### src/rtl/kenv_pkg.sv
package kenv_pkg;

    // Gain source picked by the enable and select inputs
    typedef enum logic [1:0] {
        GSRC_UNITY = 2'd0,
        GSRC_USER  = 2'd1,
        GSRC_ENV   = 2'd2
    } gsrc_e;

    function automatic gsrc_e pick_source(input logic enable, input logic env_sel);
        gsrc_e src;
        if (!enable) begin
            src = GSRC_UNITY;
        end else if (env_sel) begin
            src = GSRC_ENV;
        end else begin
            src = GSRC_USER;
        end
        return src;
    endfunction

endpackage

### src/rtl/kenv_sync.sv
module kenv_sync #(
    parameter int STAGES = 2
) (
    input  logic clk_i,
    input  logic rst_ni,
    input  logic async_i,
    output logic sync_o
);
    typedef struct packed {
        logic [STAGES-1:0] chain;
    } sync_state_t;

    sync_state_t st_d, st_q;

    always_comb begin
        st_d = st_q;
        if (STAGES > 1) begin
            st_d.chain = {st_q.chain[STAGES-2:0], async_i};
        end else begin
            st_d.chain[0] = async_i;
        end
    end

    always_ff @(posedge clk_i or negedge rst_ni) begin
        if (!rst_ni) begin
            st_q <= '0;
        end else begin
            st_q <= st_d;
        end
    end

    assign sync_o = st_q.chain[STAGES-1];
endmodule

### src/rtl/kenv_prescaler.sv
module kenv_prescaler #(
    parameter int RATE_W = 8
) (
    input  logic              clk_i,
    input  logic              rst_ni,
    input  logic [RATE_W-1:0] rate_i,
    output logic              tick_o,
    output logic              loaded_o,
    output logic [RATE_W-1:0] count_o
);
    typedef struct packed {
        logic              loaded;
        logic [RATE_W-1:0] count;
    } pre_state_t;

    pre_state_t st_d, st_q;
    logic       tick;

    assign tick = st_q.loaded && (st_q.count == '0);

    always_comb begin
        st_d = st_q;
        if (!st_q.loaded) begin
            // first load after reset
            st_d.loaded = 1'b1;
            st_d.count  = rate_i;
        end else if (tick) begin
            st_d.count = rate_i;
        end else begin
            st_d.count = st_q.count - 1'b1;
        end
    end

    always_ff @(posedge clk_i or negedge rst_ni) begin
        if (!rst_ni) begin
            st_q <= '0;
        end else begin
            st_q <= st_d;
        end
    end

    assign tick_o   = tick;
    assign loaded_o = st_q.loaded;
    assign count_o  = st_q.count;
endmodule

### src/rtl/kenv_ramp.sv
module kenv_ramp #(
    parameter int AMP_W = 12
) (
    input  logic             clk_i,
    input  logic             rst_ni,
    input  logic             tick_i,
    input  logic             up_i,
    output logic [AMP_W-1:0] amp_o
);
    localparam logic [AMP_W-1:0] AMP_TOP = {AMP_W{1'b1}};

    typedef struct packed {
        logic [AMP_W-1:0] amp;
    } ramp_state_t;

    ramp_state_t st_d, st_q;

    always_comb begin
        st_d = st_q;
        if (tick_i) begin
            if (up_i) begin
                if (st_q.amp != AMP_TOP) begin
                    st_d.amp = st_q.amp + 1'b1;
                end
            end else begin
                if (st_q.amp != '0) begin
                    st_d.amp = st_q.amp - 1'b1;
                end
            end
        end
    end

    always_ff @(posedge clk_i or negedge rst_ni) begin
        if (!rst_ni) begin
            st_q <= '0;
        end else begin
            st_q <= st_d;
        end
    end

    assign amp_o = st_q.amp;
endmodule

### src/rtl/kenv_scaler.sv
module kenv_scaler
    import kenv_pkg::*;
#(
    parameter int DATA_W = 12,
    parameter int AMP_W  = 12
) (
    input  logic                     clk_i,
    input  logic                     rst_ni,
    input  gsrc_e                    src_i,
    input  logic [AMP_W-1:0]         user_gain_i,
    input  logic [AMP_W-1:0]         env_gain_i,
    input  logic signed [DATA_W-1:0] sample_i,
    output logic signed [DATA_W-1:0] sample_o
);
    localparam int PW = DATA_W + AMP_W + 1;
    localparam logic signed [PW-1:0] HALF = PW'(1 << (AMP_W - 1));
    localparam logic signed [PW-1:0] QMAX = PW'((1 << (DATA_W - 1)) - 1);
    localparam logic signed [PW-1:0] QMIN = -QMAX - PW'(1);

    typedef struct packed {
        logic [DATA_W-1:0] data;
    } scl_state_t;

    scl_state_t st_d, st_q;

    logic [AMP_W-1:0]        gain;
    logic signed [PW-1:0]    prod;
    logic signed [PW-1:0]    acc;
    logic signed [PW-1:0]    quot;
    logic signed [DATA_W-1:0] scaled;

    always_comb begin
        unique case (src_i)
            GSRC_USER: gain = user_gain_i;
            GSRC_ENV:  gain = env_gain_i;
            default:   gain = '0;
        endcase
    end

    // divide by 2^AMP_W - 1 approximated as (p + p/2^AMP_W) / 2^AMP_W, rounded
    always_comb begin
        prod = PW'(sample_i) * $signed({1'b0, gain});
        acc  = prod + (prod >>> AMP_W) + HALF;
        quot = acc >>> AMP_W;
        if (quot > QMAX) begin
            scaled = QMAX[DATA_W-1:0];
        end else if (quot < QMIN) begin
            scaled = QMIN[DATA_W-1:0];
        end else begin
            scaled = quot[DATA_W-1:0];
        end
    end

    always_comb begin
        st_d = st_q;
        if (src_i == GSRC_UNITY) begin
            st_d.data = sample_i;
        end else begin
            st_d.data = scaled;
        end
    end

    always_ff @(posedge clk_i or negedge rst_ni) begin
        if (!rst_ni) begin
            st_q <= '0;
        end else begin
            st_q <= st_d;
        end
    end

    assign sample_o = $signed(st_q.data);
endmodule

### src/rtl/kenv_top.sv
module kenv_top
    import kenv_pkg::*;
#(
    parameter int DATA_W    = 12,
    parameter int AMP_W     = 12,
    parameter int RATE_W    = 8,
    parameter int SYNC_STGS = 2
) (
    input  logic                     clk_i,
    input  logic                     rst_ni,
    input  logic                     key_i,
    input  logic                     shape_en_i,
    input  logic                     ramp_src_i,
    input  logic [RATE_W-1:0]        rate_i,
    input  logic [AMP_W-1:0]         user_gain_i,
    input  logic signed [DATA_W-1:0] sample_i,
    output logic signed [DATA_W-1:0] sample_o
);
    logic              key_sync;
    logic              tick;
    logic              pre_loaded;
    logic [RATE_W-1:0] pre_count;
    logic [AMP_W-1:0]  env_amp;
    gsrc_e             gsrc;

    assign gsrc = pick_source(shape_en_i, ramp_src_i);

    kenv_sync #(.STAGES(SYNC_STGS)) u_sync (
        .clk_i   (clk_i),
        .rst_ni  (rst_ni),
        .async_i (key_i),
        .sync_o  (key_sync)
    );

    kenv_prescaler #(.RATE_W(RATE_W)) u_pre (
        .clk_i    (clk_i),
        .rst_ni   (rst_ni),
        .rate_i   (rate_i),
        .tick_o   (tick),
        .loaded_o (pre_loaded),
        .count_o  (pre_count)
    );

    kenv_ramp #(.AMP_W(AMP_W)) u_ramp (
        .clk_i  (clk_i),
        .rst_ni (rst_ni),
        .tick_i (tick),
        .up_i   (key_sync),
        .amp_o  (env_amp)
    );

    kenv_scaler #(.DATA_W(DATA_W), .AMP_W(AMP_W)) u_scl (
        .clk_i       (clk_i),
        .rst_ni      (rst_ni),
        .src_i       (gsrc),
        .user_gain_i (user_gain_i),
        .env_gain_i  (env_amp),
        .sample_i    (sample_i),
        .sample_o    (sample_o)
    );
endmodule

### config.mk
export PLATFORM = sky130hd
export DESIGN_NAME = kenv_top
export DESIGN_NICKNAME = d
export VERILOG_FILES = /design/src/rtl/kenv_pkg.sv /design/src/rtl/kenv_sync.sv /design/src/rtl/kenv_prescaler.sv /design/src/rtl/kenv_ramp.sv /design/src/rtl/kenv_scaler.sv /design/src/rtl/kenv_top.sv
export SDC_FILE = /design/constraint.sdc
export NUM_CORES = 1
export LEC_CHECK = 0
export BUFFER_PORTS_ARGS = -buffer_cell sky130_fd_sc_hd__clkbuf_2
export CAP_MARGIN = 10
export CORE_ASPECT_RATIO = 1.25
export CORE_MARGIN = 2
export CORE_UTILIZATION = 50
export DETAILED_ROUTE_END_ITERATION = 8
export PLACE_DENSITY = 0.78
export SLEW_MARGIN = 40
export SYNTH_ARGS = -nofsm -noshare
export SYNTH_HDL_FRONTEND = slang
export SYNTH_SLANG_ARGS = --single-unit
### constraint.sdc
create_clock -name clk_i -period 14.99 [get_ports clk_i]
set_clock_uncertainty 0.15 [all_clocks]
set_input_delay 1.499 -clock clk_i [delete_from_list [all_inputs] [get_ports clk_i]]
set_output_delay 1.499 -clock clk_i [all_outputs]
set_load 0.05 [all_outputs]
==> results.tsv <==
metric	value	unit
Synth Warn #	0	
Syn Inst Count	979	
layout cells sized above 1	0.0956	
RSZ-0062 raised after global routing	false	
Final setup violation count	0	
hold-fix buffers at CTS	0	
Port Buffers	48	
FF-to-FF Start	u_ramp.amp_o[7]	
synth top area cells	fa_1, ha_1, dfrtp_1	
period utilisation layout	0.707	
GPL Wtd Cong	0.864	
total global routing overflow	0	
Antenna Nets Post-Route	0	
Post-Syn Area	0.00844	sq mm
Max clock buf depth	2	
Fin. Hold Viols	0	
via density per instance	5.55	
worst-case reg-to-reg path depth	32	
#FFs+latches synth	35	
Chip Height	149	um
core area	0.0166	sq mm
worst-path fanout max	41	
Clk pin slew, worst setup/hold paths	0.06	ns
CTS Sinks	35	
synthesized net count	1241	
worst endpoint required time	14.98	ns
CP max stage cell	nor2b_1	
vias in the first global route	7063	
top-area cell type share of the netlist area	0.242	
Avg Synthesized Cell Area	8.62	sq um
crit end category	flip-flop	
initial antenna violation count	0	
flop-to-flop setup slack	5.68	ns
pins over their slew limit	0	
DP Wirelength	16.4	mm
top_reg_cell synth	dfrtp_1	
initial cell density of the core	0.507	
final WL	19.8	mm
DRC viols	0	
first-pass GRT wire length	33.6	mm
sequential cell area fraction in the yosys report	0.104	
worst r2r dst	u_scl.sample_o[7]	
Die ar.	0.0179	sq mm
asr flop ratio synth	1.00	
worst relative slew slack	0.400	
Period minus WS final	10.59	ns
Clock Tree Root	clkbuf_16	
H-tree depth	2	
largest net degree at the start of global routing	42	
overall routing resource usage	0.232	
Ports	49	
number of enable flip-flop cells after synthesis	0	
antenna diode count	0	
nets	1265	
# Max-Cap Violations	0	
Yosys cell types	68	
Clk Latency, worst-skew pair	0.28	ns
Pre-Repair DR Iteration Count	5	
CTS resizes	0	
crit-path most repeated cell	a21o_1	
crit path launch type	input pin	
CTS tree	yes	
HP Class	reg -> reg	
via count	6794	
setup TNS	0	ns
Achievable Freq	94.4	MHz
row cnt	53	
Post-CTS Setup Bufs	0	
Hold Path Sink	u_sync.st_q[1]	
Hold Path Cell Cnt	0	
status	finished, final reports clean	
startpoint of the worst hold path	u_sync.st_q[0]	
max incr delay on CP	0.80	ns
crit path DAT	10.59	ns
biggest area consumer among synthesized cells	fa_1	
crit path kind	in -> reg	
worst-margin pin slew	0.899	ns
routed len/inst	16.1	um
CTS Buf Count	5	
Chip Width	120	um
Area Overhead vs Synth	7.06	%
initial drt markers	380	
-- critical path, delay by kind of cell --
kind / cells / cell delay [ns]
adders and majority gates: 8 / 3.45
xor gates and xnor gates: 1 / 0.20
AOI/OAI and AO/OA: 14 / 2.99
and+or+nand+nor: 5 / 1.72
buffers and inverters: 4 / 0.70
-- how the worst max path moves through the flow --
| stage | start | end | slack [ns] | depth (start not counted) |
|---|---|---|---|---|
| 3_3_place_gp | shape_en_i | u_scl.sample_o[6] | 4.19 | 32 |
| 6_report | shape_en_i | u_scl.sample_o[7] | 4.40 | 32 |
| 5_1_grt | shape_en_i | u_scl.sample_o[7] | 3.77 | 32 |
| 3_5_place_dp | shape_en_i | u_scl.sample_o[7] | 4.16 | 32 |
| 4_1_cts | shape_en_i | u_scl.sample_o[7] | 4.39 | 32 |
| 2_1_floorplan | ramp_src_i | u_scl.sample_o[0] | 5.23 | 35 |
-- cell type report --
| cell class | count | area [sq um] |
|---|---|---|
| Timing Repair Buffer | 50 | 258 |
| Tap cell | 220 | 275 |
| Clock inverter | 3 | 43.8 |
| Inverter | 163 | 612 |
| Clock buffer | 5 | 125 |
| Fill cell | 1507 | 7610 |
| Sequential cell | 35 | 876 |
| Multi-Input combinational cell | 748 | 6850 |
-- kinds of logic after synthesis --
group | synth area share
XOR/XNOR | 0.0517
buffers and inverters | 0.0883
AO/OA/AOI/OAI | 0.128
flip-flops | 0.104
adder cells (fa/ha/maj) | 0.424
AND/OR/NAND/NOR | 0.174
multiplexers | 0.0298
other | 0.000444
-- registers in the layout, indices dropped and copies added (netlist names) --
signal and flops:
u_scl.sample_o 12, u_sync.st_q 2, u_pre.count_o 8, u_ramp.amp_o 12
u_pre.loaded_o 1
-- metal layers --
metal	up-vias	track usage	wire (um)
met1	3337	0.282	7890
met5	-	0	0
li1	3243	-	-
met2	174	0.431	10400
met4	0	0.0773	718
met3	40	0.0210	786
-- through the flow --
step,area (sq um),cells,hold WS (ns),utilization,setup slack [ns]
2_1_floorplan,8440,979,0.181,-,5.23
3_3_place_gp,8840,1216,0.186,0.531,4.19
3_5_place_dp,8850,1216,0.196,0.532,4.16
4_1_cts,9020,1224,0.210,0.542,4.39
5_1_grt,9040,1224,0.211,0.543,3.77
6_report,9040,1224,0.205,0.543,4.40
-- synth_stat cells (all sizes together), types with 3 or more instances --
cell      n
o211ai    9
a21o     27
a21oi    41
nand2b   14
xor2     18
clkbuf   29
buf       4
nand4     5
xnor2    31
and2     54
or3       4
o311ai    5
o21bai    6
nor3      8
o21ai    27
ha      123
o22ai     4
o41ai     3
mux2      9
inv     163
and3     10
a31oi     7
nor2     30
nor2b    25
dfrtp    35
a211oi    8
fa      102
mux2i    15
nand3     8
o31ai     4
nand2   121
-- placed cells by master (no fill, tap or decap), drive strengths merged, types with 18 or more instances in the layout --
master | synthesis | final
inv | 163 | 163
ha | 123 | 123
nand2 | 121 | 121
fa | 102 | 102
and2 | 54 | 54
clkbuf | 29 | 52
a21oi | 41 | 41
dfrtp | 35 | 35
xnor2 | 31 | 31
nor2 | 30 | 30
a21o | 27 | 27
o21ai | 27 | 27
nor2b | 25 | 25
xor2 | 18 | 18
Power is left out: the tool's default activity adds up to more than one toggle a clock period on the data nets, which glitch-free logic cannot reach.
